`src/rtl/ctl_pkg.sv`:
```
package ctl_pkg;
  localparam int WAYS      = 2;
  localparam int CFG_W     = 5;
  // configuration bit positions (software-visible layout)
  localparam int CFG_EN    = 0;
  localparam int CFG_TEST  = 1;
  localparam int CFG_LLOCK = 2;
  localparam int CFG_GLOCK = 3;
  localparam int CFG_FLUSH = 4;

  typedef struct packed {
    logic glock;
    logic llock;
    logic test;
    logic en;
  } mode_t;
endpackage

```
`src/rtl/ctl_rst_sync.sv`:
```
module ctl_rst_sync #(
  parameter int STAGES = 2
) (
  input  logic clk,
  input  logic arst_n,
  output logic srst_n
);
  logic [STAGES-1:0] sync_q;

  always_ff @(posedge clk or negedge arst_n) begin
    if (!arst_n) sync_q <= '0;
    else         sync_q <= {sync_q[STAGES-2:0], 1'b1};
  end

  assign srst_n = sync_q[STAGES-1];
endmodule

```
`src/rtl/ctl_cfg_reg.sv`:
```
module ctl_cfg_reg
  import ctl_pkg::*;
(
  input  logic             clk,
  input  logic             rst_n,
  input  logic             wr_en,
  input  logic [CFG_W-1:0] wr_data,
  output mode_t            mode,
  output logic             flush_pulse,
  output logic [CFG_W-1:0] rd_data
);
  mode_t mode_d, mode_q;
  logic  flush_d, flush_q;

  // next state
  always_comb begin
    mode_d = mode_q;
    if (wr_en) begin
      mode_d.en    = wr_data[CFG_EN];
      mode_d.test  = wr_data[CFG_TEST];
      mode_d.llock = wr_data[CFG_LLOCK];
      mode_d.glock = wr_data[CFG_GLOCK];
    end
    flush_d = wr_en & wr_data[CFG_FLUSH];
  end

  // registers
  always_ff @(posedge clk or negedge rst_n) begin
    if (!rst_n) begin
      mode_q  <= '0;
      flush_q <= 1'b0;
    end else begin
      if (wr_en) mode_q <= mode_d;
      flush_q <= flush_d;
    end
  end

  // readback: flush field is command-only and stays 0
  always_comb begin
    rd_data            = '0;
    rd_data[CFG_EN]    = mode_q.en;
    rd_data[CFG_TEST]  = mode_q.test;
    rd_data[CFG_LLOCK] = mode_q.llock;
    rd_data[CFG_GLOCK] = mode_q.glock;
  end

  assign mode        = mode_q;
  assign flush_pulse = flush_q;
endmodule

```
`src/rtl/ctl_way_select.sv`:
```
module ctl_way_select
  import ctl_pkg::*;
#(
  parameter int TAG_W = 8
) (
  input  logic [TAG_W-1:0]            req_tag,
  input  logic [WAYS-1:0]             way_vld,
  input  logic [WAYS-1:0][TAG_W-1:0]  way_tag,
  input  logic [WAYS-1:0]             way_lock,
  input  logic                        lru,
  input  logic                        glock,
  output logic                        hit_any,
  output logic                        hit_way,
  output logic                        vict_ok,
  output logic                        vict_way
);
  logic [WAYS-1:0] match;

  for (genvar w = 0; w < WAYS; w++) begin : g_cmp
    assign match[w] = way_vld[w] & (way_tag[w] == req_tag);
  end

  assign hit_any = |match;
  assign hit_way = ~match[0];          // way 0 wins a double match

  // replacement: only unlocked ways, LRU among them
  assign vict_ok = ~glock & ~(&way_lock);

  always_comb begin
    case (way_lock)
      2'b01:   vict_way = 1'b1;
      2'b10:   vict_way = 1'b0;
      default: vict_way = lru;
    endcase
  end
endmodule

```
`src/rtl/ctl_tag_store.sv`:
```
module ctl_tag_store
  import ctl_pkg::*;
#(
  parameter int SETS  = 16,
  parameter int TAG_W = 8,
  localparam int IDX_W = $clog2(SETS)
) (
  input  logic                       clk,
  input  logic                       rst_n,
  input  logic                       flush,
  // lookup read port
  input  logic [IDX_W-1:0]           lk_set,
  output logic [WAYS-1:0]            lk_vld,
  output logic [WAYS-1:0][TAG_W-1:0] lk_tag,
  output logic [WAYS-1:0]            lk_lock,
  output logic                       lk_lru,
  // lookup-side updates
  input  logic                       fill_en,
  input  logic                       fill_way,
  input  logic [TAG_W-1:0]           fill_tag,
  input  logic                       fill_lock,
  input  logic                       upd_lru_en,
  input  logic                       upd_lru_val,
  // diagnostic port
  input  logic                       tw_en,
  input  logic [IDX_W-1:0]           tw_set,
  input  logic                       tw_way,
  input  logic [TAG_W-1:0]           tw_tag,
  input  logic                       tw_lock,
  output logic [TAG_W+2:0]           tr_data
);
  logic [SETS-1:0][WAYS-1:0]            vld_all;
  logic [SETS-1:0][WAYS-1:0]            lock_all;
  logic [SETS-1:0][WAYS-1:0][TAG_W-1:0] tag_all;
  logic [SETS-1:0]                      lru_all;

  for (genvar s = 0; s < SETS; s++) begin : g_set
    localparam logic [IDX_W-1:0] SET_ID = IDX_W'(s);

    logic [WAYS-1:0]            vld_d,  vld_q;
    logic [WAYS-1:0]            lock_d, lock_q;
    logic [WAYS-1:0][TAG_W-1:0] tag_d,  tag_q;
    logic                       lru_d,  lru_q;
    logic                       lk_sel, tw_sel, set_ce;

    assign lk_sel = (lk_set == SET_ID);
    assign tw_sel = tw_en & (tw_set == SET_ID);
    assign set_ce = flush | (lk_sel & (fill_en | upd_lru_en)) | tw_sel;

    // next state; flush overrides every other update
    always_comb begin
      vld_d  = vld_q;
      lock_d = lock_q;
      tag_d  = tag_q;
      lru_d  = lru_q;
      if (flush) begin
        vld_d  = '0;
        lock_d = '0;
        lru_d  = 1'b0;
      end else begin
        if (lk_sel && fill_en) begin
          vld_d[fill_way]  = 1'b1;
          tag_d[fill_way]  = fill_tag;
          lock_d[fill_way] = fill_lock;
        end
        if (lk_sel && upd_lru_en) lru_d = upd_lru_val;
        if (tw_sel) begin
          tag_d[tw_way]  = tw_tag;
          lock_d[tw_way] = tw_lock;
        end
      end
    end

    always_ff @(posedge clk or negedge rst_n) begin
      if (!rst_n) begin
        vld_q  <= '0;
        lock_q <= '0;
        tag_q  <= '0;
        lru_q  <= 1'b0;
      end else if (set_ce) begin
        vld_q  <= vld_d;
        lock_q <= lock_d;
        tag_q  <= tag_d;
        lru_q  <= lru_d;
      end
    end

    assign vld_all[s]  = vld_q;
    assign lock_all[s] = lock_q;
    assign tag_all[s]  = tag_q;
    assign lru_all[s]  = lru_q;
  end

  assign lk_vld  = vld_all[lk_set];
  assign lk_tag  = tag_all[lk_set];
  assign lk_lock = lock_all[lk_set];
  assign lk_lru  = lru_all[lk_set];

  assign tr_data = {vld_all[tw_set][tw_way], lru_all[tw_set],
                    lock_all[tw_set][tw_way], tag_all[tw_set][tw_way]};
endmodule

```
`src/rtl/cache_tag_ctrl.sv`:
```
module cache_tag_ctrl
  import ctl_pkg::*;
#(
  parameter int ADDR_W = 16,
  parameter int OFFS_W = 4,
  parameter int SETS   = 16,
  localparam int IDX_W = $clog2(SETS),
  localparam int TAG_W = ADDR_W - OFFS_W - IDX_W,
  localparam int TRD_W = TAG_W + 3
) (
  input  logic              clk,
  input  logic              rst_n,
  input  logic              cfg_we,
  input  logic [CFG_W-1:0]  cfg_wdata,
  output logic [CFG_W-1:0]  cfg_rdata,
  input  logic              lk_valid,
  input  logic [ADDR_W-1:0] lk_addr,
  input  logic              fill_strobe,
  output logic              lk_hit,
  output logic              lk_way,
  output logic              lk_alloc,
  input  logic              tst_we,
  input  logic [IDX_W-1:0]  tst_set,
  input  logic              tst_way,
  input  logic [TAG_W-1:0]  tst_wtag,
  input  logic              tst_wlock,
  output logic [TRD_W-1:0]  tst_rdata
);
  logic                       srst_n;
  mode_t                      mode;
  logic                       flush_pulse;
  logic [IDX_W-1:0]           lk_set;
  logic [TAG_W-1:0]           lk_tag;
  logic [WAYS-1:0]            set_vld;
  logic [WAYS-1:0][TAG_W-1:0] set_tag;
  logic [WAYS-1:0]            set_lock;
  logic                       set_lru;
  logic                       hit_any, hit_way, vict_ok, vict_way;
  logic                       active, fill_en, upd_lru_en, tw_en;

  ctl_rst_sync #(.STAGES(2)) u_rst (
    .clk    (clk),
    .arst_n (rst_n),
    .srst_n (srst_n)
  );

  ctl_cfg_reg u_cfg (
    .clk         (clk),
    .rst_n       (srst_n),
    .wr_en       (cfg_we),
    .wr_data     (cfg_wdata),
    .mode        (mode),
    .flush_pulse (flush_pulse),
    .rd_data     (cfg_rdata)
  );

  assign lk_set = lk_addr[OFFS_W +: IDX_W];
  assign lk_tag = lk_addr[ADDR_W-1 -: TAG_W];

  ctl_way_select #(.TAG_W(TAG_W)) u_sel (
    .req_tag  (lk_tag),
    .way_vld  (set_vld),
    .way_tag  (set_tag),
    .way_lock (set_lock),
    .lru      (set_lru),
    .glock    (mode.glock),
    .hit_any  (hit_any),
    .hit_way  (hit_way),
    .vict_ok  (vict_ok),
    .vict_way (vict_way)
  );

  // lookups act only when enabled and outside test mode
  assign active     = mode.en & ~mode.test;
  assign lk_hit     = lk_valid & active & hit_any;
  assign lk_alloc   = lk_valid & active & ~hit_any & vict_ok;
  assign lk_way     = lk_hit ? hit_way : (lk_alloc ? vict_way : 1'b0);
  assign fill_en    = lk_alloc & fill_strobe;
  assign upd_lru_en = lk_hit | fill_en;
  assign tw_en      = tst_we & mode.test;

  ctl_tag_store #(.SETS(SETS), .TAG_W(TAG_W)) u_store (
    .clk         (clk),
    .rst_n       (srst_n),
    .flush       (flush_pulse),
    .lk_set      (lk_set),
    .lk_vld      (set_vld),
    .lk_tag      (set_tag),
    .lk_lock     (set_lock),
    .lk_lru      (set_lru),
    .fill_en     (fill_en),
    .fill_way    (vict_way),
    .fill_tag    (lk_tag),
    .fill_lock   (mode.llock),
    .upd_lru_en  (upd_lru_en),
    .upd_lru_val (~lk_way),
    .tw_en       (tw_en),
    .tw_set      (tst_set),
    .tw_way      (tst_way),
    .tw_tag      (tst_wtag),
    .tw_lock     (tst_wlock),
    .tr_data     (tst_rdata)
  );
endmodule

```
`config.mk`:
```
export PLATFORM = sky130hd
export DESIGN_NAME = cache_tag_ctrl
export DESIGN_NICKNAME = d
export VERILOG_FILES = /design/src/rtl/ctl_pkg.sv /design/src/rtl/ctl_rst_sync.sv /design/src/rtl/ctl_cfg_reg.sv /design/src/rtl/ctl_way_select.sv /design/src/rtl/ctl_tag_store.sv /design/src/rtl/cache_tag_ctrl.sv
export SDC_FILE = /design/constraint.sdc
export NUM_CORES = 1
export LEC_CHECK = 0
export BUFFER_PORTS_ARGS = -buffer_cell sky130_fd_sc_hd__buf_2
export CORE_MARGIN = 1.5
export CORE_UTILIZATION = 51
export CTS_CLUSTER_DIAMETER = 120
export DETAILED_ROUTE_END_ITERATION = 8
export GPL_TIMING_DRIVEN = 1
export PLACE_DENSITY = 0.64
export SLEW_MARGIN = 20
export SYNTH_ARGS = -nofsm -noshare
export SYNTH_HDL_FRONTEND = slang
export SYNTH_SLANG_ARGS = --single-unit
```
`constraint.sdc`:
```
create_clock -name clk -period 27.3 [get_ports clk]
set_input_delay 4.095 -clock clk [delete_from_list [all_inputs] [get_ports clk]]
set_output_delay 4.095 -clock clk [all_outputs]
set_load 0.02 [all_outputs]
```
==> out/summary.txt <==
Status: finished, final reports clean
Initial antenna violation count: 15
R2r setup slk: 21.57 ns
Vias per std cell: 7.83
Pre-CTS setup slack: 14.92 ns
Residual DRC count: 0
Register area share after synthesis: 0.373
DR vias: 21,200
Period utilisation layout: 0.461
Critical Path RT: 23.20 ns
Total Wirelength: 103,000 microns
Detail Route Antenna Nets: 0
Fillers: 3,900
Comb pwr share: 0.191
Synth unique cells: 86
Final Hold Fails: 0
Critical path class: primary input to output pin
RSZ-0062 raised after global routing: no
CTS tree: yes
Largest net degree at the start of global routing: 154
Fin crit period: 12.58 ns
Static leakage: 9.98 nW
Synth top area cells: dfrtp_1, mux4_2, mux2i_1
Maximum Capacitance Violations: 0
Setup TNS: 0 ns
Final nets: 2,128
Crit-path slowest cell: buf_4
GP Congestion: 1.03
Clock Tree Buf Depth: 3
Postcts setup bufs: 0
Post-layout util: 0.559
Placed cell count: 2,632
All-layer global routing usage: 0.447
Max stage delay on crit path: 0.69 ns
Syn Inst Count: 2,163
Skew final: 0.0217 ns
CP startpoint: lk_addr[5]
Clk pwr share: 0.396
Root Driver: clkbuf_16
Main flop type after synthesis: dfrtp_1
Initial DRC Count: 3,481
WP buf/inv: 3
Hold path startpoint: u_rst.sync_q[0]
CP cell instances: buf_2 -> buf_4 -> and2b_1 -> a22o_1 -> a221oi_1 -> xor2_1 -> o41ai_2 -> nand4_1 -> nand2_4 -> and2_1 -> buf_2
Synth top area share: 0.373
Placeable Area: 44,300 sq um
Most instantiated cells after synthesis: dfrtp_1, nor2_1, mux4_2
Family with the most delay on the worst path: simple AND/OR/NAND/NOR gates
Mapped cell area: 23,000 sq um
Hold Path Class: flop to flop
# rows: 77
Die width: 215 microns
CP arrival: 8.48 ns
Resize count post-CTS: 0
Most common cell in the netlist: dfrtp_1
Share of synthesized registers carrying an async set or reset: 1.00
Share of layout cells above drive strength 1: 0.214
Switching pwr: 473 uW
GRT overflow: 0
Cell mode on critical path: buf_2
Post-CTS Hold Buffers: 0
Die Height: 215 microns
Power Dens Cells: 62.5 nW/um^2
Max-slew violations: 0
CP startpoint kind: primary input
Syn Area/Cell: 10.6 sq um
First-pass GRT wire length: 149,000 microns
IO Port Bufs: 54
EDFF count, synth: 0
Fin cells: 2,715
Cell taking the most area after synthesis: dfrtp_1
Crit Path Max Fanout: 42
TritonCTS buffer count: 43
Vias in the first global route: 21,000
Per-cell routed wire length: 38.1 microns
VDD IR max: 0.0470 mV
Num Clock Sinks: 343
Starting density of the core: 0.519
Cell Int Power: 1.07 mW
Synth-to-Final Area Change: 7.66%
Part of the power in registers: 0.413
Pre-Repair DR Iteration Count: 6
Critical path endpoint category: output pin
Reg2reg start: u_store.g_set[15].lock_q[1]
Warnings from Yosys: 0
Clock Latency Late Sink: 0.60 ns
Dpl hpwl: 69,500 microns
Fmax: 0.0795 GHz
I/O pins: 60
Worst-Margin Slew: 1.22 ns
Die Area: 46,400 sq um
H-tree level count: 2
Slew margin rel.: 0.186
Worst setup margin: 14.72 ns
Switching Fraction: 0.306
Final setup violation count: 0
Post-Syn Nets: 2,206
Reg clk slew, reported paths: 0.05 ns
Synthesis-stage register bit count: 343
-- placed cells by master (no fill, tap or decap), types with 8 or more instances in the layout --
cell type	instances
a21oi_2	11
nor2_1	174
mux4_2	169
buf_2	50
mux2_2	30
a2bb2oi_1	58
nand2_1	129
nand3_1	38
clkbuf_1	8
a311oi_1	10
nor2_2	11
or2_2	10
a22o_1	33
o21a_1	11
nand4_1	13
nand2b_1	9
buf_4	39
clkbuf_8	14
nor3_1	25
nor2b_1	8
and2_1	17
and3_1	10
a211oi_1	21
clkbuf_16	45
o22a_1	18
mux2i_1	90
nand4_2	9
a21o_1	12
a221o_1	13
a21oi_1	102
o32ai_1	45
inv_1	69
o2bb2ai_1	49
o22ai_1	114
o21ai_1	12
xnor2_1	10
o21ai_0	68
a22oi_1	91
dfrtp_1	340
or3_1	16
-- through the flow --
step | power [mW] | hold slack (ns) | instance area [sq um]
after floorplan | 0.834 | 0.331 | 23000
after global placement | 0.920 | 0.338 | 23200
after detailed placement | 0.928 | 0.343 | 23200
after CTS | 1.53 | 0.351 | 24700
after global routing | 1.58 | 0.363 | 24700
final | 1.55 | 0.350 | 24800
-- state kept, by name, indices dropped and copies added, names as in the netlist --
register / count
u_store.g_set.lru_q: 16
u_store.g_set.vld_q: 32
u_store.g_set.tag_q: 256
u_cfg.mode: 4
u_rst.sync_q: 2
u_cfg.flush_pulse: 1
u_store.g_set.lock_q: 32
-- logic make-up after synthesis --
| logic type | count (synthesis) | share of synthesized area |
|---|---|---|
| adders and majority gates | 2 | 0.00109 |
| AOI/OAI and AO/OA | 730 | 0.236 |
| DFF | 343 | 0.373 |
| buffers and inverters | 287 | 0.0604 |
| and+or+nand+nor | 494 | 0.102 |
| muxes | 290 | 0.220 |
| other | 2 | 0.000327 |
| xor gates and xnor gates | 15 | 0.00571 |
-- power groups by stage --
stage          combinational, mW  sequential (mW)  clock, mW
2_1_floorplan              0.213            0.621          0
3_3_place_gp               0.281            0.639          0
3_5_place_dp               0.286            0.642          0
4_1_cts                    0.287            0.634      0.612
5_1_grt                    0.309            0.642      0.632
6_report                   0.296            0.639      0.613
-- routing by layer --
metal,up-vias,track usage,part of all wire
met5,-,0,0.00083
met4,14,0.321,0.085
met3,537,0.152,0.13
met2,1855,0.655,0.43
met1,10500,0.552,0.35
li1,8300,-,-
-- layout make-up --
class                           instances  area [sq um]  area share
Antenna cell                            5          12.5    0.000505
Clock inverter                         11           135     0.00546
Multi-Input combinational cell       1533         13100       0.528
Clock buffer                           67          1350      0.0545
Sequential cell                       343          8590       0.347
Timing Repair Buffer                   92           586      0.0237
Inverter                               72           270      0.0109
Tap cell                              592           741      0.0299
-- path summary, 6_finish.rpt --
path                                               to  cells after the start
setup reg to reg           u_store.g_set[2].tag_q[10]                     12
setup / recovery                               lk_hit                     11
min in group asynchronous   u_store.g_set[0].vld_q[0]                      0
hold reg to reg                       u_rst.sync_q[1]                      0
hold / removal                        u_rst.sync_q[1]                      0
max in group asynchronous             u_rst.sync_q[1]                      1
(Power assumes the default switching activity.)
